<file path="src/rtl/raster_pkg.sv">
package raster_pkg;

  // Index of the final line in a frame for the selected line count.
  function automatic int last_line_of(int base_60, int base_50, logic pal, logic extra);
    int base;
    base = pal ? base_50 : base_60;
    return base + (extra ? 1 : 0);
  endfunction

  // Index of the last line that shows picture.
  function automatic int last_visible_of(int short_h, int tall_h, logic tall);
    return tall ? tall_h : short_h;
  endfunction

  // Half-open window test [start, start+len).
  function automatic logic in_window(int v, int start, int len);
    return (v >= start) && (v < start + len);
  endfunction

endpackage

</file>
<file path="src/rtl/raster_dot_ctr.sv">
module raster_dot_ctr #(
  parameter int CYC_PER_DOT   = 4,
  parameter int DOTS_PER_LINE = 341,
  parameter int CYC_W         = 11,
  parameter int DOT_W         = 9
) (
  input  logic             clk,
  input  logic             rst_n,
  output logic [CYC_W-1:0] line_cyc,
  output logic [DOT_W-1:0] dot,
  output logic             line_end
);
  localparam int LINE_CYC = CYC_PER_DOT * DOTS_PER_LINE;
  localparam logic [CYC_W-1:0] CYC_LAST = CYC_W'(LINE_CYC - 1);
  localparam logic [DOT_W-1:0] DOT_LAST = DOT_W'(DOTS_PER_LINE - 1);

  logic dot_step;

  assign line_end = (line_cyc == CYC_LAST);

  always_ff @(posedge clk or negedge rst_n) begin
    if (!rst_n)        line_cyc <= '0;
    else if (line_end) line_cyc <= '0;
    else               line_cyc <= line_cyc + CYC_W'(1);
  end

  generate
    if (CYC_PER_DOT == 1) begin : g_one_clk_dot
      assign dot_step = 1'b1;
    end else begin : g_multi_clk_dot
      localparam int SUB_W = $clog2(CYC_PER_DOT);
      localparam logic [SUB_W-1:0] SUB_LAST = SUB_W'(CYC_PER_DOT - 1);
      logic [SUB_W-1:0] sub_q;
      assign dot_step = (sub_q == SUB_LAST);
      always_ff @(posedge clk or negedge rst_n) begin
        if (!rst_n)        sub_q <= '0;
        else if (dot_step) sub_q <= '0;
        else               sub_q <= sub_q + SUB_W'(1);
      end
    end
  endgenerate

  always_ff @(posedge clk or negedge rst_n) begin
    if (!rst_n)             dot <= '0;
    else if (dot_step) begin
      if (dot == DOT_LAST)  dot <= '0;
      else                  dot <= dot + DOT_W'(1);
    end
  end

endmodule

</file>
<file path="src/rtl/raster_line_ctr.sv">
module raster_line_ctr
  import raster_pkg::*;
#(
  parameter int LAST_LINE_60 = 261,
  parameter int LAST_LINE_50 = 311,
  parameter int LINE_W       = 9
) (
  input  logic              clk,
  input  logic              rst_n,
  input  logic              line_end,
  input  logic              pal_in,
  input  logic              tall_in,
  input  logic              ilace_in,
  output logic [LINE_W-1:0] line,
  output logic              field_odd,
  output logic              cfg_tall,
  output logic              frame_wrap
);
  logic cfg_pal, cfg_ilace;
  logic extra_line;
  logic [LINE_W-1:0] final_line;

  assign extra_line = cfg_ilace & ~field_odd;
  assign final_line = LINE_W'(last_line_of(LAST_LINE_60, LAST_LINE_50, cfg_pal, extra_line));
  assign frame_wrap = line_end && (line == final_line);

  always_ff @(posedge clk or negedge rst_n) begin
    if (!rst_n)          line <= '0;
    else if (frame_wrap) line <= '0;
    else if (line_end)   line <= line + LINE_W'(1);
  end

  // Field parity and mode capture happen only at the frame boundary.
  always_ff @(posedge clk or negedge rst_n) begin
    if (!rst_n) begin
      field_odd <= 1'b0;
      cfg_pal   <= 1'b0;
      cfg_tall  <= 1'b0;
      cfg_ilace <= 1'b0;
    end else if (frame_wrap) begin
      field_odd <= ~field_odd;
      cfg_pal   <= pal_in;
      cfg_tall  <= tall_in;
      cfg_ilace <= ilace_in;
    end
  end

endmodule

</file>
<file path="src/rtl/raster_decode.sv">
module raster_decode
  import raster_pkg::*;
#(
  parameter int VIS_SHORT   = 224,
  parameter int VIS_TALL    = 239,
  parameter int PAUSE_START = 536,
  parameter int PAUSE_LEN   = 40,
  parameter int CYC_W       = 11,
  parameter int LINE_W      = 9
) (
  input  logic [LINE_W-1:0] line,
  input  logic [CYC_W-1:0]  line_cyc,
  input  logic              cfg_tall,
  input  logic              force_blank,
  output logic              hidden_line,
  output logic              visible,
  output logic              vblank,
  output logic              frame_start,
  output logic              cpu_pause
);
  int last_vis;

  always_comb begin
    last_vis    = last_visible_of(VIS_SHORT, VIS_TALL, cfg_tall);
    hidden_line = (line == '0);
    visible     = !hidden_line && (int'(line) <= last_vis) && !force_blank;
    vblank      = int'(line) > last_vis;
    frame_start = hidden_line && (line_cyc == '0);
    cpu_pause   = in_window(int'(line_cyc), PAUSE_START, PAUSE_LEN);
  end

endmodule

</file>
<file path="src/rtl/raster_timer.sv">
module raster_timer #(
  parameter int CYC_PER_DOT   = 4,
  parameter int DOTS_PER_LINE = 341,
  parameter int PAUSE_START   = 536,
  parameter int PAUSE_LEN     = 40,
  parameter int VIS_SHORT     = 224,
  parameter int VIS_TALL      = 239,
  parameter int LAST_LINE_60  = 261,
  parameter int LAST_LINE_50  = 311,
  localparam int LINE_CYC     = CYC_PER_DOT * DOTS_PER_LINE,
  localparam int CYC_W        = $clog2(LINE_CYC),
  localparam int DOT_W        = $clog2(DOTS_PER_LINE),
  localparam int LINE_W       = $clog2(LAST_LINE_50 + 2)
) (
  input  logic              clk,
  input  logic              rst_n,
  input  logic              pal_mode,
  input  logic              tall_mode,
  input  logic              interlace,
  input  logic              force_blank,
  output logic [LINE_W-1:0] line_no,
  output logic [DOT_W-1:0]  dot_no,
  output logic              visible,
  output logic              vblank,
  output logic              hidden_line,
  output logic              frame_start,
  output logic              field_odd,
  output logic              cpu_pause
);
  // Internal events brought out by name for the checker.
  logic [CYC_W-1:0] line_cyc;
  logic             line_end;
  logic             frame_wrap;
  logic             cfg_tall;

  raster_dot_ctr #(
    .CYC_PER_DOT(CYC_PER_DOT), .DOTS_PER_LINE(DOTS_PER_LINE),
    .CYC_W(CYC_W), .DOT_W(DOT_W)
  ) dot_ctr_i (
    .clk(clk), .rst_n(rst_n),
    .line_cyc(line_cyc), .dot(dot_no), .line_end(line_end)
  );

  raster_line_ctr #(
    .LAST_LINE_60(LAST_LINE_60), .LAST_LINE_50(LAST_LINE_50), .LINE_W(LINE_W)
  ) line_ctr_i (
    .clk(clk), .rst_n(rst_n), .line_end(line_end),
    .pal_in(pal_mode), .tall_in(tall_mode), .ilace_in(interlace),
    .line(line_no), .field_odd(field_odd), .cfg_tall(cfg_tall),
    .frame_wrap(frame_wrap)
  );

  raster_decode #(
    .VIS_SHORT(VIS_SHORT), .VIS_TALL(VIS_TALL),
    .PAUSE_START(PAUSE_START), .PAUSE_LEN(PAUSE_LEN),
    .CYC_W(CYC_W), .LINE_W(LINE_W)
  ) decode_i (
    .line(line_no), .line_cyc(line_cyc), .cfg_tall(cfg_tall),
    .force_blank(force_blank),
    .hidden_line(hidden_line), .visible(visible), .vblank(vblank),
    .frame_start(frame_start), .cpu_pause(cpu_pause)
  );

endmodule

</file>
<file path="config.mk">
export PLATFORM = sky130hd
export DESIGN_NAME = raster_timer
export DESIGN_NICKNAME = d
export VERILOG_FILES = /design/src/rtl/raster_pkg.sv /design/src/rtl/raster_dot_ctr.sv /design/src/rtl/raster_line_ctr.sv /design/src/rtl/raster_decode.sv /design/src/rtl/raster_timer.sv
export SDC_FILE = /design/constraint.sdc
export NUM_CORES = 1
export LEC_CHECK = 0
export ABC_AREA = 1
export CAP_MARGIN = 10
export CORE_MARGIN = 3
export CORE_UTILIZATION = 40
export DETAILED_ROUTE_END_ITERATION = 7
export DONT_BUFFER_PORTS = 1
export GPL_ROUTABILITY_DRIVEN = 0
export PLACE_DENSITY = 0.61
export SLEW_MARGIN = 25
export SYNTH_ARGS = -nofsm -noshare
export SYNTH_HDL_FRONTEND = slang
export SYNTH_SLANG_ARGS = --single-unit
</file>
<file path="constraint.sdc">
create_clock -name clk -period 4.5 [get_ports clk]
set_input_delay 0.45 -clock clk [delete_from_list [all_inputs] [get_ports clk]]
set_output_delay 0.45 -clock clk [all_outputs]
set_load 0.02 [all_outputs]
</file>
==> results.sh, run 1 <==
export IMPL_status="completed"
export IMPL_grt_max_degree=36
export IMPL_portBuffers=0
export IMPL_worstSkewPairLatency_ps=290
export IMPL_leakage_nw=1.39
export IMPL_drt_antenna_violating_nets=0
export IMPL_final_nets=354
export IMPL_syn_nets=350
export IMPL_clock_skew_ps=3.88
export IMPL_cts_root_buf="clkbuf_8"
export IMPL_critPathCaptureType="output port"
export IMPL_path_delay_family="simple AND/OR/NAND/NOR gates"
export IMPL_gr_total_overflow=0
export IMPL_syn_area_um2=2380
export IMPL_wl_mm=5.01
export IMPL_initial_core_util_pct=42.2
export IMPL_drive_above_1_share_pct=11.3
export IMPL_min_path_type="primary input to register"
export IMPL_power_density_nw_per_um2=242
export IMPL_die_area_um2=6920
export IMPL_irDropWorstVdd_mv=0.141
export IMPL_antenna_found_initial=0
export IMPL_synth_compound_area_share_pct=2.94
export IMPL_power_switching_w=0.000139
export IMPL_path_class="register to output port"
export IMPL_synth_top_family_by_area="simple AND/OR/NAND/NOR gates"
export IMPL_synth_xor_area_share_pct=2.57
export IMPL_grt_pass1_vias=1876
export IMPL_grt_use_total_pct=15.8
export IMPL_cts_hold_buffers=2
export IMPL_critical_path_buf_inv_count=1
export IMPL_finalWorstSetupSlack_ps=1830
export IMPL_drtPass1Iterations=4
export IMPL_hold_viol_final=0
export IMPL_cts_tree="yes"
export IMPL_pwr_share_seq_pct=50.4
export IMPL_period_share_pct=59.4
export IMPL_max_stage_delay_ps=610
export IMPL_layout_min_cycle_time_ps=2670
export IMPL_coreArea_um2=5640
export IMPL_row_count=27
export IMPL_antenna_cells=0
export IMPL_synth_edf_count=0
export IMPL_synthAdderAreaFrac_pct=6.30
export IMPL_slew_headroom_pct=50.9
export IMPL_ctsResizeCount=0
export IMPL_max_freq_ghz=0.374
export IMPL_dp_hpwl_mm=3.73
export IMPL_synth_ff_type="dfrtp_1"
export IMPL_die_x_um=83.2
export IMPL_cp_required_ps=4050
export IMPL_maxCapViolations=0
export IMPL_setup_tns_ps=0
export IMPL_muxShareOfSynthArea_pct=0
export IMPL_syn_area_per_cell_um2=7.18
export IMPL_async_flop_share_pct=100
export IMPL_synthCells=332
export IMPL_htreeDepth=2
export IMPL_clkPwrFrac_pct=48.1
export IMPL_path_max_fanout=9
export IMPL_vias=1965
export IMPL_pin_count=30
export IMPL_cpMaxStageDelayCell="dfrtp_1"
export IMPL_setup_viol_count_final=0
export IMPL_grt_pass1_wl_mm=8.96
export IMPL_drc=0
export IMPL_via_per_inst=4.80
export IMPL_synth_distinct_cells=29
export IMPL_p_comb_share_pct=1.5
export IMPL_slew_violations=0
export IMPL_synthSimpleGateAreaFrac_pct=40.5
export IMPL_area_growth_synth_to_final_pct=8.30
export IMPL_cp_cell_sequence="inv_2 > ha_1 > nand3_1 > o21a_1 > o21ai_0 > nand2_1 > nor2_1"
export IMPL_power_internal_w=0.000484
export IMPL_clock_sinks=35
export IMPL_die_h_um=83.2
export IMPL_cp_start_kind="register"
export IMPL_pre_cts_ws_ps=2140
export IMPL_grt_setup_unrepaired="false"
export IMPL_clk_pin_slew_worst_paths_ps=80
export IMPL_p_sw_share_pct=22.4
export IMPL_cts_setup_buffers=0
export IMPL_nFillCells=573
export IMPL_worst_pin_slew_ps=732
export IMPL_ys_ff_latch=35
export IMPL_cts_buffer_depth=2
export IMPL_numCtsBuffers=5
export IMPL_post_drt_wl_per_cell_um=12.3
export IMPL_drtIter0Drc=57
export IMPL_yosys_warnings=0
export IMPL_crit_arrival_ps=2220
export IMPL_synth_seq_area_share_pct=36.8
-- per-stage QoR --
| step | total power (W) | area [um2] | util (%) | instances | hold WS (ps) |
|---|---|---|---|---|---|
| 6_report | 0.000623 | 2580 | 45.7 | 409 | 290 |
| 5_1_grt | 0.000649 | 2580 | 45.7 | 409 | 295 |
| 4_1_cts | 0.000632 | 2570 | 45.6 | 409 | 285 |
| 3_5_place_dp | 0.000321 | 2430 | 43.1 | 399 | 156 |
| 3_3_place_gp | 0.000321 | 2430 | 43.1 | 399 | 155 |
| 2_1_floorplan | 0.000321 | 2380 | - | 332 | 154 |
-- area by class of cell --
cell class	instances	area, um2	area share [%]
repair buffers	2	30.0	1.16
multi-input cells	234	1250	48.5
clock inverters	3	46.3	1.79
flip-flops and latches	35	876	33.9
inverters	58	218	8.44
clock buffers	5	68.8	2.67
well taps	72	90.1	3.49
-- per-layer routing --
layer / global-route usage [%] / up-vias / wire length, um
li1: - / 1037 / -
met1: 21.1 / 879 / 2410
met2: 24.0 / 40 / 2210
met3: 5.56 / 9 / 291
met4: 4.90 / 0 / 97
met5: 0 / - / 0
-- worst reg2reg max path, cell delays in order (launching register included) --
cell and delay [ps]:
dfrtp_1 490, inv_1 140, nand2_1 110, inv_1 50, ha_1 310, nand2_1 120, nand3_2 130, nor2_8 160
nand2_4 110, nand3_2 80, nand2_1 50
-- cells in the mapped netlist, types with 2 or more instances --
cell | instances | area share (%)
inv_1 | 54 | 8.5
nor2_2 | 5 | 1.3
dfrtp_1 | 35 | 37
buf_6 | 2 | 0.95
xor2_1 | 6 | 2.2
nand4_1 | 7 | 1.8
nand2_1 | 92 | 14
nor2_1 | 41 | 6.5
ha_1 | 12 | 6.3
nand3_2 | 9 | 3.8
inv_2 | 4 | 0.63
nand2_2 | 5 | 1.3
nor3_1 | 10 | 2.1
nand3_1 | 26 | 5.5
o21ai_0 | 8 | 1.7
a21oi_1 | 2 | 0.42
buf_4 | 2 | 0.63
-- flip-flops by register name, summed over array words and instances (netlist names) --
| register | count |
|---|---|
| dot_ctr_i.g_multi_clk_dot.sub_q | 2 |
| line_ctr_i.line | 9 |
| line_ctr_i.field_odd | 1 |
| line_ctr_i.cfg_pal | 1 |
| line_ctr_i.cfg_tall | 1 |
| line_ctr_i.cfg_ilace | 1 |
| dot_ctr_i.line_cyc | 11 |
| dot_ctr_i.dot | 9 |
-- power groups by stage --
stage / logic, W / clock network, W / registers (W)
2_1_floorplan: 0.000000174 / 0 / 0.000321
3_3_place_gp: 0.000000185 / 0 / 0.000321
3_5_place_dp: 0.000000216 / 0 / 0.000321
4_1_cts: 0.00000981 / 0.000308 / 0.000314
5_1_grt: 0.0000108 / 0.000324 / 0.000314
6_report: 0.00000906 / 0.000300 / 0.000314
-- cells in the final DEF, fill, tap and decap left out, types with 2 or more instances in the layout --
master     n
inv_2      4
inv_1     54
nand3_1   26
dfrtp_1   35
xor2_1     6
nor3_1    10
nor2_1    41
nand2_1   92
nand4_1    7
nand2_2    5
ha_1      12
o21ai_0    8
nor2_2     4
clkbuf_8   5
nor2_4     2
a21oi_1    2
nand3_2    9
-- worst paths after layout --
| kind | start | to | slack (ps) | depth (start not counted) |
|---|---|---|---|---|
| worst max register to register | line_ctr_i.field_odd | line_ctr_i.line[5] | 2660 | 10 |
| worst max-delay path | line_ctr_i.line[0] | visible | 1830 | 7 |
| max in group asynchronous | rst_n | line_ctr_i.line[0] | 3700 | 2 |
| min in group asynchronous | rst_n | dot_ctr_i.dot[6] | 610 | 2 |
| worst min-delay path | tall_mode | line_ctr_i.cfg_tall | 290 | 2 |
| worst min register to register | dot_ctr_i.g_multi_clk_dot.sub_q[0] | dot_ctr_i.g_multi_clk_dot.sub_q[0] | 430 | 1 |
-- cells by family after synthesis --
group	Yosys count
AND/OR/NAND/NOR	202
buffers and inverters	63
flip-flops	35
AO/OA/AOI/OAI	13
adder cells (fa/ha/maj)	12
XOR/XNOR	7
No activity file was read; power rests on OpenSTA's default activity.
==> run 2: changes to the inputs <==
--- a/config.mk
+++ b/config.mk
@@ -12,7 +12,7 @@
 export DETAILED_ROUTE_END_ITERATION = 7
 export DONT_BUFFER_PORTS = 1
 export GPL_ROUTABILITY_DRIVEN = 0
-export PLACE_DENSITY = 0.61
+export PLACE_DENSITY = 0.63
 export SLEW_MARGIN = 25
 export SYNTH_ARGS = -nofsm -noshare
 export SYNTH_HDL_FRONTEND = slang
==> constraint.sdc (replaced) <==
create_clock -name clk -period 2.3 [get_ports clk]
set_input_delay 0.23 -clock clk [delete_from_list [all_inputs] [get_ports clk]]
set_output_delay 0.23 -clock clk [all_outputs]
set_load 0.02 [all_outputs]
==> results.sh, run 2 (synthesis results as in run 1) <==
export IMPL_crit_arrival_ps=1890
export IMPL_cts_tree="yes"
export IMPL_drt_antenna_violating_nets=0
export IMPL_coreArea_um2=5640
export IMPL_die_x_um=83.2
export IMPL_critical_path_buf_inv_count=2
export IMPL_grt_use_total_pct=15.3
export IMPL_initial_core_util_pct=42.2
export IMPL_maxCapViolations=0
export IMPL_die_h_um=83.2
export IMPL_mostFrequentLayoutCells="92 x nand2_1, 54 x inv_1, 40 x nor2_1"
export IMPL_setup_viol_count_final=0
export IMPL_final_seq_area_um2=876
export IMPL_wl_mm=4.96
export IMPL_htreeDepth=2
export IMPL_path_class="register to output port"
export IMPL_antenna_found_initial=0
export IMPL_gr_total_overflow=0
export IMPL_die_area_um2=6920
export IMPL_nFillCells=573
export IMPL_antenna_cells=0
export IMPL_cts_setup_buffers=0
export IMPL_critPathCaptureType="output port"
export IMPL_setup_tns_ps=0
export IMPL_slew_headroom_pct=68.4
export IMPL_cts_root_buf="clkbuf_8"
export IMPL_final_cells=416
export IMPL_hold_viol_final=0
export IMPL_leakage_nw=1.42
export IMPL_final_area_um2=2630
export IMPL_numCtsBuffers=5
export IMPL_holdWs_ps=71.3
export IMPL_irDropWorstVdd_mv=0.231
export IMPL_post_drt_wl_per_cell_um=11.9
export IMPL_status="completed"
export IMPL_dp_hpwl_mm=3.63
export IMPL_top_register="dot_ctr_i.line_cyc"
export IMPL_max_freq_ghz=0.472
export IMPL_path_max_fanout=8
export IMPL_cts_buffer_depth=2
export IMPL_pin_count=30
export IMPL_final_nets=361
export IMPL_drive_above_1_share_pct=13.4
export IMPL_cp_cell_sequence="inv_1 > ha_1 > nand2_1 > nor3_1 > nand3_1 > nand2_1 > nor2_1 > buf_4"
export IMPL_cp_start_kind="register"
export IMPL_drc=0
export IMPL_via_per_inst=4.79
export IMPL_cp_common_cell="nand2_1"
export IMPL_postPlaceCellArea_um2=2480
export IMPL_grt_pass1_wl_mm=8.63
export IMPL_vias=1991
export IMPL_max_stage_delay_ps=630
export IMPL_mostFrequentLayoutCell="nand2_1"
export IMPL_portBuffers=0
export IMPL_path_delay_family="flip-flops"
export IMPL_period_share_pct=92.1
export IMPL_total_power_w=0.00122
export IMPL_largest_reg_flops=11
export IMPL_worst_pin_slew_ps=474
export IMPL_drtPass1Iterations=4
export IMPL_row_count=27
export IMPL_clk_pin_slew_worst_paths_ps=80
export IMPL_cp_required_ps=2070
export IMPL_power_density_nw_per_um2=462
export IMPL_dp_cells=406
export IMPL_layout_min_cycle_time_ps=2120
export IMPL_multiInputGateArea_um2=1250
export IMPL_cpMaxStageDelayCell="dfrtp_1"
export IMPL_grt_max_degree=36
export IMPL_drtIter0Drc=129
export IMPL_clock_skew_ps=10.7
export IMPL_min_path_type="primary input to register"
export IMPL_area_growth_synth_to_final_pct=10.4
export IMPL_worstSkewPairLatency_ps=290
export IMPL_slew_violations=0
export IMPL_grt_pass1_vias=1758
export IMPL_reg_largest_list="dot_ctr_i.line_cyc x11, dot_ctr_i.dot x9, line_ctr_i.line x9"
export IMPL_clock_sinks=35
export IMPL_grt_setup_unrepaired="false"
## run 2: cell count changes in the layout (fill, tap and decap cells not counted), sizes merged
cell	change
buf	+7
## run 2: metal layers
| metal | track usage [%] | share of wire [%] | vias up |
|---|---|---|---|
| li1 | - | - | 1054 |
| met1 | 20.7 | 48 | 886 |
| met2 | 23.6 | 45 | 46 |
| met4 | 4.90 | 1.5 | 0 |
| met5 | 0 | 0 | - |
| met3 | 4.07 | 5.4 | 5 |
## run 2: metrics by stage
stage	utilization, %	worst slack, ps
2_1_floorplan	-	344
3_3_place_gp	44.0	398
3_5_place_dp	44.0	384
4_1_cts	46.6	66.5
5_1_grt	46.6	23.3
6_report	46.6	182
## run 2: layout make-up
type,count,area share (%)
inverters,58,8.28
multi-input cells,234,47.5
clock buffers,5,2.62
well taps,72,3.43
flip-flops and latches,35,33.3
clock inverters,3,1.76
repair buffers,9,3.14
## run 2: final timing paths
path                                                    start                            endpoint  slack (ps)  cells after the start
setup / recovery                           line_ctr_i.line[1]                             visible         180                      8
hold / removal                                      interlace                line_ctr_i.cfg_ilace          70                      2
setup reg to reg                         line_ctr_i.field_odd                  line_ctr_i.line[5]         500                     10
hold reg to reg            dot_ctr_i.g_multi_clk_dot.sub_q[0]  dot_ctr_i.g_multi_clk_dot.sub_q[0]         430                      1
max in group asynchronous                               rst_n                  line_ctr_i.line[1]        1730                      2
min in group asynchronous                               rst_n                    dot_ctr_i.dot[7]         380                      2
## run 2: where the power goes
part           internal (W)  leakage, nW  switching [W]
combinational    0.00000482        0.924      0.0000127
clock              0.000327       0.0548       0.000257
sequential         0.000615        0.444              0
total              0.000946         1.42       0.000270
## run 2: what timing repair did
action,CTS,global route
hold endpoints to repair,35,0
hold buffers,2,0
resized for setup,0,1
setup endpoints to repair,0,1
